`config.mk`:
```
export PLATFORM = sky130hd
export DESIGN_NAME = smbpec_unit
export DESIGN_NICKNAME = d
export VERILOG_FILES = /design/src/rtl/smbpec_pkg.sv /design/src/rtl/smbpec_fold.sv /design/src/rtl/smbpec_crc_reg.sv /design/src/rtl/smbpec_slot.sv /design/src/rtl/smbpec_check.sv /design/src/rtl/smbpec_unit.sv
export SDC_FILE = /design/constraint.sdc
export NUM_CORES = 1
export LEC_CHECK = 0
export BUFFER_PORTS_ARGS = -buffer_cell sky130_fd_sc_hd__buf_2
export CAP_MARGIN = 40
export CORE_ASPECT_RATIO = 1.25
export CORE_MARGIN = 4
export CORE_UTILIZATION = 47
export DETAILED_ROUTE_END_ITERATION = 7
export PLACE_DENSITY = 0.76
export SLEW_MARGIN = 20
export SYNTH_ARGS = -nofsm -noshare
export SYNTH_HDL_FRONTEND = slang
export SYNTH_SLANG_ARGS = --single-unit
```
`constraint.sdc`:
```
create_clock -name clk -period 1.76 [get_ports clk]
set_clock_uncertainty 0.1 [all_clocks]
set_input_delay 0.176 -clock clk [delete_from_list [all_inputs] [get_ports clk]]
set_output_delay 0.176 -clock clk [all_outputs]
set_load 0.005 [all_outputs]
```
`src/rtl/smbpec_pkg.sv`:
```
package smbpec_pkg;

    localparam int unsigned CRC_W   = 8;
    localparam logic [7:0]  PEC_POLY = 8'h07;

    typedef logic [CRC_W-1:0] crc_t;

    typedef enum logic [1:0] {
        SLOT_IDLE = 2'd0,
        SLOT_TX   = 2'd1,
        SLOT_RX   = 2'd2
    } slot_e;

    typedef struct packed {
        logic start;
        logic vld;
        crc_t data;
    } bus_ev_t;

    function automatic logic slot_open(slot_e s);
        return s != SLOT_IDLE;
    endfunction

endpackage

```
`src/rtl/smbpec_fold.sv`:
```
module smbpec_fold #(
    parameter int unsigned W    = 8,
    parameter logic [W-1:0] POLY = 8'h07
) (
    input  logic [W-1:0] c_in,
    input  logic [W-1:0] data,
    output logic [W-1:0] c_out
);
    logic [W-1:0] stage [0:W];

    assign stage[0] = c_in;

    for (genvar i = 0; i < W; i++) begin : g_bit
        logic fb;
        assign fb           = stage[i][W-1] ^ data[W-1-i];
        assign stage[i+1]   = {stage[i][W-2:0], 1'b0} ^ (fb ? POLY : '0);
    end

    assign c_out = stage[W];
endmodule

```
`src/rtl/smbpec_crc_reg.sv`:
```
module smbpec_crc_reg
    import smbpec_pkg::*;
#(
    parameter int unsigned W = CRC_W
) (
    input  logic         clk,
    input  logic         rst,
    input  logic         clr,
    input  logic         fold,
    input  logic [W-1:0] data,
    output logic [W-1:0] crc_q
);
    logic [W-1:0] crc_nx;

    smbpec_fold #(.W(W), .POLY(W'(PEC_POLY))) u_fold (
        .c_in  (crc_q),
        .data  (data),
        .c_out (crc_nx)
    );

    always_ff @(posedge clk) begin
        if (rst || clr)
            crc_q <= '0;
        else if (fold)
            crc_q <= crc_nx;
    end
endmodule

```
`src/rtl/smbpec_slot.sv`:
```
module smbpec_slot
    import smbpec_pkg::*;
(
    input  logic  clk,
    input  logic  rst,
    input  logic  en,
    input  logic  start,
    input  logic  arm,
    input  logic  dir_tx,
    input  logic  consume,
    output slot_e state
);
    slot_e state_nx;

    always_comb begin
        state_nx = state;
        if (start || !en) begin
            state_nx = SLOT_IDLE;
        end else begin
            case (state)
                SLOT_IDLE: if (arm) state_nx = dir_tx ? SLOT_TX : SLOT_RX;
                SLOT_TX,
                SLOT_RX:   if (consume) state_nx = SLOT_IDLE;
                default:   state_nx = SLOT_IDLE;
            endcase
        end
    end

    always_ff @(posedge clk) begin
        if (rst) state <= SLOT_IDLE;
        else     state <= state_nx;
    end
endmodule

```
`src/rtl/smbpec_check.sv`:
```
module smbpec_check
    import smbpec_pkg::*;
#(
    parameter int unsigned W = CRC_W
) (
    input  logic         clk,
    input  logic         rst,
    input  logic         cmp,
    input  logic [W-1:0] rx_byte,
    input  logic [W-1:0] crc_q,
    input  logic         clr,
    output logic         err_q
);
    logic miss;
    assign miss = cmp && (rx_byte != crc_q);

    always_ff @(posedge clk) begin
        if (rst)       err_q <= 1'b0;
        else if (miss) err_q <= 1'b1;
        else if (clr)  err_q <= 1'b0;
    end
endmodule

```
`src/rtl/smbpec_unit.sv`:
```
module smbpec_unit
    import smbpec_pkg::*;
#(
    parameter int unsigned W = CRC_W
) (
    input  logic         clk,
    input  logic         rst,
    input  logic         pec_en,
    input  logic         start_det,
    input  logic         byte_vld,
    input  logic [W-1:0] byte_data,
    input  logic         dir_tx,
    input  logic         dma_mode,
    input  logic         pec_req,
    input  logic         dma_last,
    input  logic         err_clr,
    output logic [W-1:0] crc_out,
    output logic [W-1:0] pec_tx_byte,
    output logic         pec_slot,
    output logic         pec_err
);
    slot_e  slot_st;
    logic   live, idle, arm, fold, cmp;

    assign live = pec_en && !start_det;
    assign idle = (slot_st == SLOT_IDLE);
    assign arm  = pec_en && (dma_mode ? (pec_req && dma_last) : pec_req);
    assign fold = live && byte_vld && idle;
    assign cmp  = live && byte_vld && (slot_st == SLOT_RX);

    smbpec_crc_reg #(.W(W)) u_crc (
        .clk   (clk),
        .rst   (rst),
        .clr   (start_det),
        .fold  (fold),
        .data  (byte_data),
        .crc_q (crc_out)
    );

    smbpec_slot u_slot (
        .clk     (clk),
        .rst     (rst),
        .en      (pec_en),
        .start   (start_det),
        .arm     (arm),
        .dir_tx  (dir_tx),
        .consume (byte_vld),
        .state   (slot_st)
    );

    smbpec_check #(.W(W)) u_chk_err (
        .clk     (clk),
        .rst     (rst),
        .cmp     (cmp),
        .rx_byte (byte_data),
        .crc_q   (crc_out),
        .clr     (err_clr),
        .err_q   (pec_err)
    );

    assign pec_slot    = slot_open(slot_st);
    assign pec_tx_byte = (slot_st == SLOT_TX) ? crc_out : '0;
endmodule

```
==> results by group <==
Outcome
  – Outcome: complete, no violations

Setup path
  – Reg2reg end: u_crc.crc_q[2]$_SDFFE_PP0P_
  – Crit path largest cell delay: between 0.4 and 0.5 ns
  – WP data required: roughly 1.9 ns
  – Reg2Reg Depth: 4
  – Critical path's slowest cell: xnor3_1
  – Crit Path Max Fanout: 5
  – Delay-heaviest family, CP: XOR/XNOR gates
  – Critical Path Start: u_crc.crc_q[6]$_SDFFE_PP0P_
  – Buf+Inv Stages, Crit Path: 0
  – Worst setup SP type: flop
  – Flop2flop setup slack: between 0.09 and 0.1 ns
  – Crit path kind: flop to flop
  – CP Depth: 4
  – Crit. End Element: flop
  – Arr. time, crit path: 1.78 ns
  – CP Cell Sequence: xnor2_2 > xnor3_1 > or3_1 > a21oi_1
  – Worst r2r src: u_crc.crc_q[6]$_SDFFE_PP0P_

Power and ir drop
  – Pwr dens: about 550 nW/µm²
  – Pwr Total: slightly above 0.6 mW
  – Peak VDD IR: between 300 and 400 µV
  – Pleak: approximately 0.56 nW

Timing
  – Setup_tns: 0 ns
  – Slew HR: 0.735
  – Fin crit share: 0.947
  – Hold Vio Cnt, Final: 0
  – Peak Freq: about 600 MHz
  – Hold slack final: ~0.041 ns
  – RSZ-0062 raised after global routing: false
  – Max Slew Vio Count: 0
  – Final setup fails: 0
  – Worst Tran Pin Value: approximately 0.39 ns
  – Final Critical Period: ~1.7 ns

Clocking
  – # Post-CTS Setup Buffers: 0
  – Post-cts sizing count: 0
  – Clock-pin slew on the worst setup and hold paths: 0.08 ns
  – CTS H-tree lvls: 1
  – Number of CTS-inserted buffers: 3
  – Root buffer cell: clkbuf_4
  – Clk buf depth: 2
  – CTS tree: yes
  – Clk sinks: 11
  – Clock latency on the worst-skew pair: around 0.28 ns

Logic synthesis
  – Post-synth top flop: dfxtp_1
  – Post-Syn Area: between 800 and 900 µm²
  – Syn Inst Count: 93
  – Post-synth ARST share: 0
  – Post-synth EDFFs: 0
  – Avg Inst Size Synth: around 9.4 µm²
  – Seq/Total Area, Yosys: 0.253
  – Count of cell types in the netlist: 28
  – Ys Warns: 0
  – Synth Net Count: between 100 and 150
  – Synth Register Bits: 11

Drt
  – Routed WL: around 1.9 mm
  – Drt drc: 0
  – Initial DRC Count: 3
  – Antenna viol nets, final: 0
  – First-pass DRT Iterations: 3
  – Wirelength per Cell: 12.8 µm
  – Vias/cell: approximately 5.2
  – Via count: 786

Placement
  – GP Congestion: ~0.78
  – IO buf count: 35
  – Post-DP HPWL: between 1.5 and 2 mm

Hold path
  – Worst hold start: err_clr
  – Worst Hold End: u_chk_err.err_q$_SDFFE_PP0P_
  – Hold Crit Depth: 3
  – Hold Crit Class: input pin to flop

Die
  – Die ar.: between 2000 and 3000 µm²
  – # rows: 17
  – Starting Density: 0.493
  – Die width: between 40 and 50 µm
  – Die Y: ~56 µm
  – IO Count: 36
  – CORE AREA: ~1800 µm²

GRT
  – Grt peak-use layer: met2
  – Tot GR Track Use: 0.165
  – Routing usage on met2: 0.299
  – Met3 GRT Util: 0.0388
  – Initial antenna violation count: 0
  – Met1 usage: 0.164
  – Congestion Overflow GR: 0
  – Vias in the first global route: about 790
  – First-pass GRT wire length: 3.14 mm
  – Largest net degree at the start of global routing: 12

Finish
  – Final core occ: 0.631
  – Area Overhead vs Synth: 27.9%
  – Fraction of layout cells with a size suffix above 1: 0.346
  – Antenna cells: 0
  – # nets final: between 150 and 200

Job
  – Max cap viols: 0
[layer usage]
metal	vias to the layer above	part of all wire	routed length (µm)
met1	360	0.36	695
met2	23	0.56	1080
met4	0	0.021	40
li1	398	-	-
met5	-	0	0
met3	5	0.067	130
[sequential cells by signal, indices dropped and copies added (netlist names)]
register         cells
u_chk_err.err_q      1
u_crc.crc_q          8
u_slot.state         2
[cell families after synthesis]
logic type / share of synthesized area
DFF: 0.253
xor gates and xnor gates: 0.303
and+or+nand+nor: 0.216
buffers and inverters: 0.0215
adders and majority gates: 0.0862
AOI/OAI and AO/OA: 0.121
[power breakdown]
part           switching, mW  internal (mW)
registers            0.00456          0.253
logic                 0.0688          0.101
clock network         0.0934         0.0879
[worst max path at each step]
stage                                       end
CTS                 u_crc.crc_q[2]$_SDFFE_PP0P_
global placement    u_crc.crc_q[2]$_SDFFE_PP0P_
detailed placement  u_crc.crc_q[2]$_SDFFE_PP0P_
global route        u_crc.crc_q[2]$_SDFFE_PP0P_
floorplan           u_crc.crc_q[2]$_SDFFE_PP0P_
finish              u_crc.crc_q[2]$_SDFFE_PP0P_
[tightest hold or removal path, stage by stage]
cell      delay [ns]
buf_2           0.07
nand2b_1        0.08
a21oi_1         0.05
[cells in the mapped netlist (all sizes together) (2+ instances only)]
library cell  instances  area [µm²]
or3                   4        25.0
xnor2                11         119
o21ai                 5        25.0
nand2                 9        33.8
xnor3                 5         113
ha                    6        75.1
or2                   2        12.5
and2                  9        57.6
inv                   3        11.3
dfxtp                11         220
a21oi                10        50.1
nor2                  2        7.51
nand2b                2        12.5
o21a                  2        15.0
[cells in the final DEF (no fill, tap or decap)]
cell type      count
a211oi_1           1
a21oi_1           10
and2_1             8
and2_2             1
and3b_1            1
buf_2             35
buf_4              2
clkbuf_1           1
clkbuf_4           3
dfxtp_1           11
dlygate4sd3_1      1
ha_1               6
inv_1              3
nand2_1            9
nand2b_1           2
nand3_1            1
nand4_1            1
nor2_1             2
nor2b_1            1
nor3_1             1
nor3b_1            1
o211ai_1           1
o21a_1             2
o21ai_0            5
or2_2              2
or3_1              4
xnor2_1            8
xnor2_2            3
xnor3_1            5
xor2_1             1
xor3_1             1
[area by class of cell]
| cell class | instances | area (µm²) |
|---|---|---|
| repair buffers | 38 | 200 |
| fillers | 167 | 652 |
| clock buffers | 4 | 26.3 |
| well taps | 19 | 23.8 |
| flip-flops and latches | 11 | 220 |
| inverters | 3 | 11.3 |
| multi-input cells | 77 | 632 |
[timing repair]
action / CTS / global route
hold buffers: 1 / 0
hold endpoints to repair: 1 / 0
endpoints found under the setup margin: 0 / 0
[per-stage QoR]
step                std cells  instance area [µm²]  setup slack [ns]
finish                    152                 1110            0.0939
global route              152                 1110           0.00229
CTS                       152                 1110            0.0774
detailed placement        147                 1080            0.0964
global placement          147                 1080             0.139
floorplan                  93                  871             0.137
No activity file was read; power rests on OpenSTA's default activity.
